<file path="config.mk">
export PLATFORM = sky130hd
export DESIGN_NAME = pid_tone_classifier
export DESIGN_NICKNAME = d
export VERILOG_FILES = /design/src/rtl/pid_pkg.sv /design/src/rtl/pid_edge_sync.sv /design/src/rtl/pid_period_meter.sv /design/src/rtl/pid_band_classifier.sv /design/src/rtl/pid_qualifier.sv /design/src/rtl/pid_tone_classifier.sv
export SDC_FILE = /design/constraint.sdc
export NUM_CORES = 1
export LEC_CHECK = 0
export ABC_AREA = 1
export BUFFER_PORTS_ARGS = -buffer_cell sky130_fd_sc_hd__buf_2
export CAP_MARGIN = 20
export CORE_MARGIN = 4
export CORE_UTILIZATION = 55
export DETAILED_ROUTE_END_ITERATION = 10
export PLACE_DENSITY = 0.71
export SETUP_SLACK_MARGIN = 0.3
export SKIP_CTS_REPAIR_TIMING = 1
export SLEW_MARGIN = 20
export SYNTH_ARGS = -nofsm -noshare
export SYNTH_HDL_FRONTEND = slang
export SYNTH_SLANG_ARGS = --single-unit
export TNS_END_PERCENT = 20
</file>
<file path="constraint.sdc">
create_clock -name clk -period 2.35 [get_ports clk]
set_input_delay 0 -clock clk [delete_from_list [all_inputs] [get_ports clk]]
set_output_delay 0 -clock clk [all_outputs]
set_load 0.1 [all_outputs]
</file>
<file path="src/rtl/pid_pkg.sv">
package pid_pkg;

  typedef enum logic [1:0] {
    MODE_MONO   = 2'b00,
    MODE_STEREO = 2'b01,
    MODE_BILING = 2'b10
  } bcast_e;

  // number of reference cycles in one period of a tone of hz
  function automatic int hz_to_cycles(int clk_hz, int hz);
    return clk_hz / hz;
  endfunction

endpackage

</file>
<file path="src/rtl/pid_edge_sync.sv">
module pid_edge_sync #(
  parameter int SYNC_STAGES = 2
) (
  input  logic clk,
  input  logic rst,
  input  logic din,
  output logic rise
);

  logic [SYNC_STAGES:0] sr_q;

  always_ff @(posedge clk) begin
    if (rst) sr_q <= '0;
    else     sr_q <= {sr_q[SYNC_STAGES-1:0], din};
  end

  assign rise = sr_q[SYNC_STAGES-1] & ~sr_q[SYNC_STAGES];

endmodule

</file>
<file path="src/rtl/pid_period_meter.sv">
module pid_period_meter #(
  parameter int TO_CYC = 320,
  parameter int CNT_W  = 9
) (
  input  logic             clk,
  input  logic             rst,
  input  logic             rise,
  output logic             period_evt,
  output logic             timeout_evt,
  output logic [CNT_W-1:0] period
);

  localparam logic [CNT_W-1:0] TO_CNT = CNT_W'(TO_CYC);
  localparam logic [CNT_W-1:0] ONE    = CNT_W'(1);

  logic [CNT_W-1:0] cnt_q;
  logic             armed_q;
  logic             silent_q;

  assign period      = cnt_q;
  assign period_evt  = rise & armed_q;
  assign timeout_evt = ~rise & (cnt_q == TO_CNT) & ~silent_q;

  always_ff @(posedge clk) begin
    if (rst) begin
      cnt_q    <= '0;
      armed_q  <= 1'b0;
      silent_q <= 1'b0;
    end else if (rise) begin
      cnt_q    <= ONE;
      armed_q  <= 1'b1;
      silent_q <= 1'b0;
    end else if (cnt_q == TO_CNT) begin
      if (!silent_q) begin
        silent_q <= 1'b1;
        armed_q  <= 1'b0;
      end
    end else begin
      cnt_q <= cnt_q + ONE;
    end
  end

  AST_CNT_BOUND: assert property (@(posedge clk) disable iff (rst)
    cnt_q <= TO_CNT);
  AST_TIMEOUT_DISARMS: assert property (@(posedge clk) disable iff (rst)
    timeout_evt |=> !period_evt);

endmodule

</file>
<file path="src/rtl/pid_band_classifier.sv">
module pid_band_classifier
  import pid_pkg::*;
#(
  parameter int CNT_W         = 9,
  parameter int CLK_HZ        = 1000000,
  parameter int ST_ACQ_LO_HZ  = 140,
  parameter int ST_ACQ_HI_HZ  = 160,
  parameter int ST_HOLD_LO_HZ = 125,
  parameter int ST_HOLD_HI_HZ = 176,
  parameter int BI_ACQ_LO_HZ  = 255,
  parameter int BI_ACQ_HI_HZ  = 300,
  parameter int BI_HOLD_LO_HZ = 237,
  parameter int BI_HOLD_HI_HZ = 312
) (
  input  logic             clk,
  input  logic             rst,
  input  logic [CNT_W-1:0] period,
  input  logic             timeout,
  input  bcast_e           cur_mode,
  input  logic             cur_valid,
  output bcast_e           cls
);

  // index 0: stereo tone, index 1: two-language tone
  localparam int ACQ_MIN [2]  = '{hz_to_cycles(CLK_HZ, ST_ACQ_HI_HZ),
                                  hz_to_cycles(CLK_HZ, BI_ACQ_HI_HZ)};
  localparam int ACQ_MAX [2]  = '{hz_to_cycles(CLK_HZ, ST_ACQ_LO_HZ),
                                  hz_to_cycles(CLK_HZ, BI_ACQ_LO_HZ)};
  localparam int HOLD_MIN [2] = '{hz_to_cycles(CLK_HZ, ST_HOLD_HI_HZ),
                                  hz_to_cycles(CLK_HZ, BI_HOLD_HI_HZ)};
  localparam int HOLD_MAX [2] = '{hz_to_cycles(CLK_HZ, ST_HOLD_LO_HZ),
                                  hz_to_cycles(CLK_HZ, BI_HOLD_LO_HZ)};

  logic [1:0] in_acq;
  logic [1:0] in_hold;

  for (genvar b = 0; b < 2; b++) begin : g_band
    localparam logic [CNT_W-1:0] A_LO = CNT_W'(ACQ_MIN[b]);
    localparam logic [CNT_W-1:0] A_HI = CNT_W'(ACQ_MAX[b]);
    localparam logic [CNT_W-1:0] H_LO = CNT_W'(HOLD_MIN[b]);
    localparam logic [CNT_W-1:0] H_HI = CNT_W'(HOLD_MAX[b]);
    assign in_acq[b]  = (period >= A_LO) && (period <= A_HI);
    assign in_hold[b] = (period >= H_LO) && (period <= H_HI);
  end

  always_comb begin
    cls = MODE_MONO;
    if (!timeout) begin
      if (cur_valid && cur_mode == MODE_STEREO) begin
        if (in_hold[0])     cls = MODE_STEREO;
        else if (in_acq[1]) cls = MODE_BILING;
      end else if (cur_valid && cur_mode == MODE_BILING) begin
        if (in_hold[1])     cls = MODE_BILING;
        else if (in_acq[0]) cls = MODE_STEREO;
      end else begin
        if (in_acq[0])      cls = MODE_STEREO;
        else if (in_acq[1]) cls = MODE_BILING;
      end
    end
  end

  AST_CLASS_CODE: assert property (@(posedge clk) disable iff (rst)
    cls != bcast_e'(2'b11));

endmodule

</file>
<file path="src/rtl/pid_qualifier.sv">
module pid_qualifier
  import pid_pkg::*;
#(
  parameter int ACQ_CYC = 1000000,
  parameter int REL_CYC = 300000
) (
  input  logic   clk,
  input  logic   rst,
  input  logic   evt,
  input  bcast_e cls,
  output bcast_e status,
  output logic   valid
);

  localparam int LONGEST = (ACQ_CYC > REL_CYC) ? ACQ_CYC : REL_CYC;
  localparam int TMR_W   = $clog2(LONGEST + 1);

  bcast_e           status_q;
  bcast_e           cand_q;
  logic             valid_q;
  logic             pend_q;
  logic [TMR_W-1:0] tmr_q;
  logic [TMR_W-1:0] lim;
  logic             cancel;
  logic             restart;

  assign lim     = (cand_q == MODE_MONO) ? TMR_W'(REL_CYC) : TMR_W'(ACQ_CYC);
  assign cancel  = evt & valid_q & (cls == status_q);
  assign restart = evt & ~cancel & ~(pend_q & (cls == cand_q));

  always_ff @(posedge clk) begin
    if (rst) begin
      status_q <= MODE_MONO;
      cand_q   <= MODE_MONO;
      valid_q  <= 1'b0;
      pend_q   <= 1'b0;
      tmr_q    <= '0;
    end else if (cancel) begin
      pend_q <= 1'b0;
    end else if (restart) begin
      pend_q <= 1'b1;
      cand_q <= cls;
      tmr_q  <= TMR_W'(1);
    end else if (pend_q) begin
      if (tmr_q == lim) begin
        status_q <= cand_q;
        valid_q  <= 1'b1;
        pend_q   <= 1'b0;
      end else begin
        tmr_q <= tmr_q + TMR_W'(1);
      end
    end
  end

  assign status = status_q;
  assign valid  = valid_q;

  AST_RESET_CLEARS: assert property (@(posedge clk)
    rst |=> (status_q == MODE_MONO && !valid_q));
  AST_VALID_STICKY: assert property (@(posedge clk) disable iff (rst)
    valid_q |=> valid_q);
  AST_CHANGE_FROM_PENDING: assert property (@(posedge clk) disable iff (rst)
    !$stable(status_q) |-> ($past(pend_q) || $past(rst)));
  AST_STATUS_CODE: assert property (@(posedge clk) disable iff (rst)
    status_q != bcast_e'(2'b11));

endmodule

</file>
<file path="src/rtl/pid_tone_classifier.sv">
module pid_tone_classifier
  import pid_pkg::*;
#(
  parameter int CLK_HZ        = 1000000,
  parameter int ST_ACQ_LO_HZ  = 140,
  parameter int ST_ACQ_HI_HZ  = 160,
  parameter int ST_HOLD_LO_HZ = 125,
  parameter int ST_HOLD_HI_HZ = 176,
  parameter int BI_ACQ_LO_HZ  = 255,
  parameter int BI_ACQ_HI_HZ  = 300,
  parameter int BI_HOLD_LO_HZ = 237,
  parameter int BI_HOLD_HI_HZ = 312,
  parameter int TIMEOUT_HZ    = 100,
  parameter int ACQ_MS        = 1000,
  parameter int REL_MS        = 300,
  parameter int SYNC_STAGES   = 2
) (
  input  logic       clk,
  input  logic       rst,
  input  logic       tone_in,
  output logic [1:0] bcast_o,
  output logic       valid_o
);

  localparam int TO_CYC  = hz_to_cycles(CLK_HZ, TIMEOUT_HZ);
  localparam int CNT_W   = $clog2(TO_CYC + 1);
  localparam int ACQ_CYC = (CLK_HZ / 1000) * ACQ_MS;
  localparam int REL_CYC = (CLK_HZ / 1000) * REL_MS;

  logic             rise;
  logic             period_evt;
  logic             timeout_evt;
  logic [CNT_W-1:0] period;
  bcast_e           cls;
  bcast_e           status;
  logic             valid;

  pid_edge_sync #(.SYNC_STAGES(SYNC_STAGES)) u_sync (
    .clk  (clk),
    .rst  (rst),
    .din  (tone_in),
    .rise (rise)
  );

  pid_period_meter #(.TO_CYC(TO_CYC), .CNT_W(CNT_W)) u_meter (
    .clk         (clk),
    .rst         (rst),
    .rise        (rise),
    .period_evt  (period_evt),
    .timeout_evt (timeout_evt),
    .period      (period)
  );

  pid_band_classifier #(
    .CNT_W(CNT_W), .CLK_HZ(CLK_HZ),
    .ST_ACQ_LO_HZ(ST_ACQ_LO_HZ), .ST_ACQ_HI_HZ(ST_ACQ_HI_HZ),
    .ST_HOLD_LO_HZ(ST_HOLD_LO_HZ), .ST_HOLD_HI_HZ(ST_HOLD_HI_HZ),
    .BI_ACQ_LO_HZ(BI_ACQ_LO_HZ), .BI_ACQ_HI_HZ(BI_ACQ_HI_HZ),
    .BI_HOLD_LO_HZ(BI_HOLD_LO_HZ), .BI_HOLD_HI_HZ(BI_HOLD_HI_HZ)
  ) u_class (
    .clk       (clk),
    .rst       (rst),
    .period    (period),
    .timeout   (timeout_evt),
    .cur_mode  (status),
    .cur_valid (valid),
    .cls       (cls)
  );

  pid_qualifier #(.ACQ_CYC(ACQ_CYC), .REL_CYC(REL_CYC)) u_qual (
    .clk    (clk),
    .rst    (rst),
    .evt    (period_evt | timeout_evt),
    .cls    (cls),
    .status (status),
    .valid  (valid)
  );

  assign bcast_o = status;
  assign valid_o = valid;

endmodule

</file>
==> results of run 1 <==
==> power by group through the flow <==
stage / Combinational, W / Sequential (W) / Clock, W
global route: 0.000161 / 0.000797 / 0.000626
floorplan: 0.0000994 / 0.000808 / 0
CTS: 0.000123 / 0.000798 / 0.000592
finish: 0.000144 / 0.000795 / 0.000578
detailed placement: 0.000123 / 0.000816 / 0
global placement: 0.000119 / 0.000815 / 0
==> synth_stat cells, types with 2 or more instances <==
master,n
nor4_1,8
inv_1,81
ha_1,6
dfxtp_1,45
nor3b_1,2
nand3b_1,2
nor3_1,13
clkbuf_1,3
nor2_1,80
xnor2_1,2
o31ai_1,3
nor2_2,2
buf_2,10
nand4_1,11
xor2_1,15
o21ai_0,8
nand3_1,49
o2111ai_1,2
nand2_2,4
a21oi_1,41
nand2_1,148
buf_6,3
==> kinds of logic (layout without fill, tap and decap cells) <==
logic type / Yosys count / in the layout / share of synthesized area [%]
adder cells (fa/ha/maj): 6 / 6 / 2.29
AND/OR/NAND/NOR: 323 / 323 / 42.6
buffers and inverters: 101 / 130 / 12.8
flip-flops: 45 / 45 / 27.5
XOR/XNOR: 17 / 17 / 4.55
AO/OA/AOI/OAI: 60 / 60 / 10.2
==> layout by cell type, fill, tap and decap left out, drive strengths merged, types with 3 or more instances in the layout <==
cell           n
dlygate4sd3    3
dfxtp         45
nand4         11
inv           82
nand3         50
nor3b          3
o31ai          3
buf           30
ha             6
clkbuf        11
xor2          15
nand2        152
nor3          13
nor4           8
a21oi         41
clkinv         3
o21ai          8
nor2          82
==> worst max-delay path, delay by kind of cell, from the launching register on <==
kind,cells,cell delay (ns)
buf+inv,3,0.37
simple gates,15,1.31
compound gates,1,0.11
flops,1,0.40
==> stage by stage <==
| stage | instance area, sq um | std cells | setup slack, ns | utilization (%) |
|---|---|---|---|---|
| finish | 4010 | 653 | 0.0631 | 71.0 |
| global route | 4010 | 653 | -0.176 | 71.0 |
| CTS | 3610 | 639 | -0.000216 | 64.0 |
| detailed placement | 3500 | 631 | 0.0523 | 62.1 |
| global placement | 3500 | 631 | 0.0821 | 62.1 |
| floorplan | 3330 | 552 | 0.304 | - |
==> area by class of cell <==
type                    instances  share of cell area [%]
repair buffers                 38                    10.4
inverters                      84                    8.02
multi-input cells             406                    53.1
clock inverters                 2                   0.843
clock buffers                   6                    1.81
well taps                      72                    2.25
flip-flops and latches         45                    23.6
==> routing by layer <==
| metal | vias up | global-route usage, % | share of wire, % |
|---|---|---|---|
| li1 | 1815 | - | - |
| met1 | 1668 | 35.5 | 47 |
| met2 | 193 | 33.3 | 42 |
| met3 | 33 | 3.69 | 8.8 |
| met4 | 0 | 5.47 | 2.1 |
| met5 | - | 0 | 0 |
==> worst paths after layout <==
| kind | startpoint | endpoint | slack, ns | cells past startpoint |
|---|---|---|---|---|
| worst max-delay path | u_meter.period[9] | u_qual.tmr_q[10] | 0.06 | 19 |
| worst min-delay path | u_sync.sr_q[0] | u_sync.sr_q[1] | 0.42 | 2 |
| worst min register to register | u_sync.sr_q[0] | u_sync.sr_q[1] | 0.42 | 2 |
| worst max register to register | u_meter.period[9] | u_qual.tmr_q[10] | 0.06 | 19 |
==> registers in the layout (all words and copies together), names as in the netlist, 2 cells and up <==
register and flops:
u_meter.period 14, u_qual.cand_q 2, u_qual.status 2, u_qual.tmr_q 20
u_sync.sr_q 3
==> impl_metrics.csv, run 1 <==
group,metric,value,unit
floorplanning,start_util,58.0,%
grt,grt_overflow_total,0,
grt,antenna_found_initial,0,
synthesis,yosys-top-cells-area,"dfxtp_1 (28%), nand2_1 (17%), inv_1 (9.3%), nor2_1 (9.2%), nand3_1 (7.5%)",
worst_setup_path,worstPathCellList,"nand2_1 -> inv_2 -> buf_4 -> nand2_1 -> nor3_1 -> a21oi_2 -> nand2_2 -> nand2_2 -> nand2_1 -> nand2_1 -> nor2_1 -> nand2_1 -> nand3_4 -> nand2_8 -> buf_12 -> nand2_2 -> nand2_1 -> nand2_1 -> nor2_1",
power,switching_share,24.5,%
grt,grt_pass1_vias,2977,
finish,multiInputGateArea,2130,sq um
synthesis,syn_area,3270,sq um
finish,area_growth_syn_to_layout,22.5,%
worst_setup_path,startpoint_type,"flop",
synthesis,yosys_most_used_dff,"dfxtp_1",
timing,rsz0062_at_grt,"yes",
floorplanning,die-area,7250,sq um
synthesis,synthDistinctLibCells,36,
place,gp_congestion,0.891,
floorplanning,die_x,85.1,microns
floorplanning,die_y,85.1,microns
timing,worst_pin_slew,0.550,ns
synthesis,synthCells,552,
worst_setup_path,cp_common_cell,"nand2_1",
route,viasPerCell,5.68,
flow_run,maxCapViolations,0,
cts,clkLatencyLatePin,0.30,ns
route,wire_per_inst,14.7,microns
finish,fillerInstances,474,
route,drc_errors,0,
power,p_seq_share,52.4,%
timing,period_minus_slack,2.29,ns
finish,drive_above_1_share,18.8,%
power,internal_power,0.00115,W
worst_hold_path,min_path_type,"reg -> reg",
cts,clockBufferDepth,2,
power,vdd_drop_max,287,uV
synthesis,ys_seq_area_share,27.5,%
power,finalPower,0.00152,W
grt,grt_use_total,23.1,%
grt,grt_first_pass_wirelength,14000,microns
timing,worst_clock_skew,0.00626,ns
worst_setup_path,worstPathRequired,2.55,ns
timing,slew-limit-headroom,63.2,%
power,p_leak,1.74,nW
cts,cts_buffers,5,
route,postRouteAntennaNets,0,
timing,final_hold_viol_count,0,
power,comb_power_share,9.5,%
timing,tns,0,ns
finish,register_area,945,sq um
route,wl,9600,microns
floorplanning,core,5640,sq um
synthesis,synth_fp_nets,561,
synthesis,synth_top_area_share,27.5,%
finish,nets,589,
synthesis,ys_warn_count,0,
cts,cts_tree,"done",
cts,cts.root.buffer_cell,"clkbuf_8",
place,dp_hpwl,6080,microns
synthesis,ys_seq_elements,45,
timing,slew_violations,0,
worst_setup_path,setup.worst_path.class,"reg -> reg",
worst_setup_path,crit_arrival,2.49,ns
synthesis,synth-edff-count,0,
cts,clk_pin_slew,0.08,ns
place,portBuffers,5,
route,detail_route.iter0.violations,530,
cts,cts.sinks,45,
finish,num_antenna_cells,0,
power,power-per-cell-area,379,nW/um^2
timing,hold-worst-slack,0.417,ns
synthesis,yosysTopAreaCell,"dfxtp_1",
power,pwr-share-clk,38.1,%
route,vias,3709,
synthesis,async_flop_share,0,%
grt,grt_max_degree,40,
worst_setup_path,slowest_delay,0.40,ns
power,switching_power,0.000372,W
floorplanning,io_pins,6,
floorplanning,rows,27,
worst_setup_path,crit_path_max_fanout,9,
timing,fin_crit_sh,97.3,%
worst_setup_path,crit_slowest_cell,"dfxtp_4",
timing,fmax,437,MHz
synthesis,syn_avg_cell_area,5.93,sq um
status,outcome,"completed",
timing,finalSetupViolCount,0,
cts,htree_levels,2,
worst_setup_path,crit_path_end_kind,"flop",
route,drt_first_pass_iters,5,
Note: power is estimated with default switching activity, not from simulation.
==> run 2: changes to the inputs <==
- ABC_AREA: 1 -> 0
- clock period: 2.35 -> 2.85 ns (I/O delays scaled with it)
==> impl_metrics.csv, run 2 <==
group,metric,value,unit
cts,cts.sinks,45,
finish,drive_above_1_share,23.8,%
synthesis,synthDistinctLibCells,59,
floorplanning,core,4820,sq um
timing,worst_clock_skew,0.0101,ns
timing,fin_ws,-0.162,ns
worst_setup_path,worstPathCellList,"or4_4 -> o311a_4 -> a211o_1 -> and3_4 -> o41ai_4 -> o211ai_4 -> buf_6 -> or4_1 -> nand3_1",
grt,grt_pass1_vias,2463,
grt,grt_use_total,22.3,%
worst_hold_path,min_path_type,"in -> reg",
floorplanning,io_pins,6,
timing,worst_pin_slew,0.668,ns
route,wire_per_inst,14.8,microns
timing,period_minus_slack,3.01,ns
worst_setup_path,crit_path_max_fanout,7,
finish,num_antenna_cells,0,
route,vias,2700,
cts,clockBufferDepth,2,
cts,cts_tree,"done",
cts,cts_buffers,5,
worst_setup_path,startpoint_type,"flop",
grt,antenna_found_initial,0,
grt,grt_busiest_layer,"met1",
synthesis,yosysMostFrequentCell,"dfxtp_1",
worst_setup_path,setup.worst_path.class,"reg -> reg",
status,violations,"negative setup slack",
timing,slew-limit-headroom,55.1,%
synthesis,yosys-top-cells-area,"dfxtp_1 (32%), nand3_1 (7.9%), nand2_1 (4.8%), nor2_1 (3.8%), or3_1 (3.1%)",
grt,grt_overflow_total,0,
grt,met1_usage,33.5,%
worst_setup_path,crit_slowest_cell,"or4_4",
grt,grt_max_degree,19,
timing,rsz0062_at_grt,"yes",
floorplanning,die_y,79.3,microns
synthesis,synth-edff-count,0,
finish,area_growth_syn_to_layout,22.4,%
floorplanning,start_util,58.0,%
route,drt_first_pass_iters,4,
synthesis,async_flop_share,0,%
place,portBuffers,5,
status,outcome,"complete, but fails checks",
flow_run,maxCapViolations,0,
finish,top_register,"u_qual.tmr_q",
place,place_area,3170,sq um
grt,use_met2,32.2,%
synthesis,synth_fp_nets,352,
finish,fin_area,3420,sq um
place,dp.cells,442,
synthesis,yosysTopAreaCell,"dfxtp_1",
synthesis,synthCells,343,
timing,hold-worst-slack,0.0924,ns
timing,finalSetupViolCount,21,
timing,fmax,332,MHz
finish,mostFrequentLayoutCells,"nand3_1 (43), buf_4 (43), dfxtp_1 (39)",
synthesis,ys_seq_elements,45,
worst_setup_path,slowest_delay,0.56,ns
synthesis,synth_top_area_share,32.3,%
power,vdd_drop_max,465,uV
finish,largest_register_ff_count,20,
finish,fin_util,71.0,%
route,drc_errors,0,
cts,htree_levels,2,
synthesis,yosys_most_used_dff,"dfxtp_1",
worst_setup_path,timing.critical_path.buf_inv,1,
synthesis,synth_commonest_cells,"dfxtp_1 (45), nand3_1 (44), nand2_1 (36), nor2_1 (28)",
route,viasPerCell,5.96,
worst_setup_path,crit_arrival,3.25,ns
floorplanning,rows,25,
route,detail_route.iter0.violations,218,
worst_setup_path,worstPathRequired,3.09,ns
cts,cts.root.buffer_cell,"clkbuf_8",
cts,clkLatencyLatePin,0.29,ns
power,p_leak,1.34,nW
timing,slew_violations,0,
grt,grt_first_pass_wirelength,11400,microns
finish,biggestRegsByFlops,"u_qual.tmr_q x20, u_meter.period x14, u_sync.sr_q x3",
power,power-per-cell-area,350,nW/um^2
grt,use_met3,4.20,%
place,gp_congestion,0.842,
route,wl,6730,microns
synthesis,ys_seq_area_share,32.3,%
finish,final_cells,453,
floorplanning,die-area,6280,sq um
timing,final_hold_viol_count,0,
route,postRouteAntennaNets,0,
synthesis,syn_area,2790,sq um
finish,nets,394,
timing,fin_crit_sh,106,%
worst_setup_path,crit_path_end_kind,"flop",
place,dp_hpwl,4800,microns
synthesis,syn_avg_cell_area,8.14,sq um
worst_setup_path,crit_family,"compound AO/OA/AOI/OAI gates",
synthesis,ys_warn_count,0,
cts,clk_pin_slew,0.09,ns
floorplanning,die_x,79.3,microns
run 2: final timing paths:
path | startpoint | endpoint | slack, ns | depth (start not counted)
worst max-delay path | u_meter.period[3] | u_qual.tmr_q[19] | -0.16 | 9
worst min-delay path | rst | u_qual.status[1] | 0.09 | 2
worst max register to register | u_meter.period[3] | u_qual.tmr_q[19] | -0.16 | 9
worst min register to register | u_sync.sr_q[0] | u_sync.sr_q[1] | 0.46 | 1
run 2: kinds of logic (layout without fill, tap and decap cells):
kind of cell	Yosys count	after routing	synth area share (%)
AO/OA/AOI/OAI	49	49	15.3
AND/OR/NAND/NOR	201	201	40.1
adder cells (fa/ha/maj)	6	6	2.69
XOR/XNOR	13	13	4.08
buffers and inverters	26	69	4.57
flip-flops	45	45	32.3
multiplexers	3	3	1.08
run 2: layout make-up:
| class | count | area, sq um |
|---|---|---|
| fillers | 393 | 1400 |
| repair buffers | 53 | 412 |
| inverters | 8 | 30.0 |
| well taps | 67 | 83.8 |
| multi-input cells | 272 | 1870 |
| clock buffers | 6 | 72.6 |
| clock inverters | 2 | 33.8 |
| flip-flops and latches | 45 | 913 |
run 2: where the power goes:
part | internal [W] | switching (W)
sequential | 0.000634 | 0.00000837
combinational | 0.0000377 | 0.0000479
clock | 0.000259 | 0.000209
total | 0.000931 | 0.000265
run 2: layer usage:
metal | vias up | part of all wire, % | wire length (microns)
li1 | 1346 | - | -
met1 | 1280 | 49 | 3280
met2 | 66 | 44 | 2960
met3 | 8 | 6.0 | 405
met4 | 0 | 1.3 | 85
met5 | - | 0 | 0
run 2: worst reg2reg max path, stage by stage, from the launching register on:
cell and delay, ns:
dfxtp_2 0.33, or4_4 0.56, o311a_4 0.33, a211o_1 0.29, and3_4 0.20, o41ai_4 0.44, o211ai_4 0.17, buf_6 0.17
or4_1 0.39, nand3_1 0.07
run 2: per-stage QoR:
stage / total power, W / setup WS [ns] / setup TNS, ns
finish: 0.00120 / -0.162 / -1.91
CTS: 0.00120 / -0.183 / -2.24
floorplan: 0.000710 / -0.0611 / -0.509
global route: 0.00125 / -0.261 / -4.73
detailed placement: 0.000735 / -0.132 / -1.27
global placement: 0.000733 / -0.0587 / -0.166
==> run 3: changes to the inputs <==
- PLACE_DENSITY: 0.71 -> 0.82
==> impl_metrics.csv, run 3 (same netlist as run 2, synthesis figures left out) <==
group,metric,value,unit
cts,cts.sinks,45,
timing,rsz0062_at_grt,"yes",
floorplanning,io_pins,6,
floorplanning,core,4820,sq um
worst_setup_path,rr_worst_depth,10,
power,pwr-share-clk,34.3,%
worst_setup_path,crit_arrival,3.27,ns
finish,fin_util,71.5,%
worst_hold_path,min_path_type,"in -> reg",
power,comb_power_share,9.0,%
power,switching_share,24.5,%
place,portBuffers,5,
power,power-per-cell-area,328,nW/um^2
route,wl,7070,microns
cts,cts_buffers,5,
place,dp.cells,450,
grt,antenna_found_initial,0,
status,outcome,"complete, but fails checks",
worst_setup_path,startpoint_type,"flop",
route,drt_first_pass_iters,5,
power,p_seq_share,56.8,%
route,drc_errors,0,
finish,top_register,"u_qual.tmr_q",
worst_setup_path,ff2ff_setup_slack,-0.19,ns
grt,grt_pass1_vias,2554,
flow_run,maxCapViolations,0,
timing,period_minus_slack,3.04,ns
cts,cts.root.buffer_cell,"clkbuf_8",
finish,fillerInstances,364,
cts,clk_pin_slew,0.09,ns
power,p_leak,1.34,nW
timing,slew-limit-headroom,58.6,%
place,place_area,3250,sq um
grt,grt_max_degree,19,
timing,fin_crit_sh,107,%
floorplanning,rows,25,
route,vias,2782,
timing,finalSetupViolCount,19,
route,postRouteAntennaNets,0,
cts,clockBufferDepth,2,
finish,drive_above_1_share,25.1,%
finish,biggestRegsByFlops,"u_qual.tmr_q x20, u_meter.period x14, u_sync.sr_q x3",
finish,num_antenna_cells,0,
finish,mostFrequentLayoutCells,"buf_4 (50), nand3_1 (43), dfxtp_1 (40)",
power,switching_power,0.000277,W
timing,hold-worst-slack,0.0695,ns
finish,fin_area,3440,sq um
route,detail_route.iter0.violations,288,
timing,fin_ws,-0.188,ns
worst_hold_path,holdPathStages,2,
finish,nets,403,
route,wire_per_inst,15.3,microns
timing,final_hold_viol_count,0,
timing,worst_clock_skew,0.0142,ns
worst_hold_path,hp-start,"rst",
cts,cts_tree,"done",
finish,final_cells,462,
finish,area_growth_syn_to_layout,23.3,%
cts,htree_levels,2,
grt,grt_first_pass_wirelength,11900,microns
status,violations,"negative setup slack",
worst_setup_path,crit_path_max_fanout,18,
worst_setup_path,setup.worst_path.class,"reg -> reg",
route,viasPerCell,6.02,
worst_hold_path,hold_end,"u_qual.valid",
cts,clkLatencyLatePin,0.31,ns
grt,grt_use_total,23.5,%
worst_setup_path,r2r_start,"u_meter.period[3]",
worst_setup_path,crit_path_end_kind,"flop",
timing,worst_pin_slew,0.615,ns
worst_setup_path,critPathLaunch,"u_meter.period[3]",
place,gp_congestion,0.913,
place,dp_hpwl,5010,microns
timing,slew_violations,0,
floorplanning,start_util,58.0,%
finish,largest_register_ff_count,20,
finish,final_common_cell,"buf_4",
floorplanning,die_x,79.3,microns
power,internal_power,0.000852,W
grt,grt_overflow_total,0,
worst_setup_path,rr_endpoint,"u_qual.tmr_q[16]",
floorplanning,die_y,79.3,microns
power,vdd_drop_max,388,uV
floorplanning,die-area,6280,sq um
worst_setup_path,worstPathRequired,3.08,ns
timing,fmax,329,MHz
run 3: per-stage QoR:
step	TNS, ns	worst slack [ns]	power (W)
after CTS	-2.32	-0.178	0.00112
after global placement	-0.709	-0.0814	0.000741
after floorplan	-0.509	-0.0611	0.000710
final	-1.95	-0.188	0.00113
after global routing	-6.01	-0.349	0.00117
after detailed placement	-1.72	-0.144	0.000745
run 3: cell type report:
class	count	area (sq um)	area share, %
flip-flops and latches	45	912	26.5
inverters	8	30.0	0.872
clock inverters	2	10.0	0.291
clock buffers	6	72.6	2.11
well taps	67	83.8	2.43
repair buffers	62	513	14.9
multi-input cells	272	1820	52.9
run 3: worst max path at each step:
stage | end | slack, ns | cells after the start
global route | u_qual.tmr_q[16] | -0.35 | 13
CTS | u_qual.tmr_q[14] | -0.18 | 10
finish | u_qual.tmr_q[16] | -0.19 | 10
global placement | u_qual.tmr_q[19] | -0.08 | 10
floorplan | u_qual.tmr_q[12] | -0.06 | 10
detailed placement | u_qual.tmr_q[19] | -0.14 | 10
run 3: power by group through the flow:
| stage | registers [W] | clock network, W | logic (W) |
|---|---|---|---|
| 3_3_place_gp | 0.000655 | 0 | 0.0000858 |
| 2_1_floorplan | 0.000655 | 0 | 0.0000547 |
| 3_5_place_dp | 0.000655 | 0 | 0.0000893 |
| 6_report | 0.000641 | 0.000387 | 0.000101 |
| 4_1_cts | 0.000640 | 0.000393 | 0.0000898 |
| 5_1_grt | 0.000642 | 0.000421 | 0.000111 |
run 3: worst max-delay path: stages (launching register included):
cell     delay (ns)
dfxtp_1        0.32
or4_4          0.56
o311a_1        0.33
a211o_1        0.31
and3_4         0.20
buf_4          0.13
o41a_1         0.38
o32ai_4        0.31
buf_12         0.19
a21oi_1        0.06
a21oi_1        0.18
run 3: per-layer routing:
| layer | up-vias | global-route usage (%) | part of all wire [%] |
|---|---|---|---|
| li1 | 1368 | - | - |
| met4 | 0 | 6.87 | 2.0 |
| met3 | 20 | 4.08 | 5.7 |
| met1 | 1286 | 32.6 | 45 |
| met2 | 108 | 37.1 | 47 |
| met5 | - | 0 | 0 |
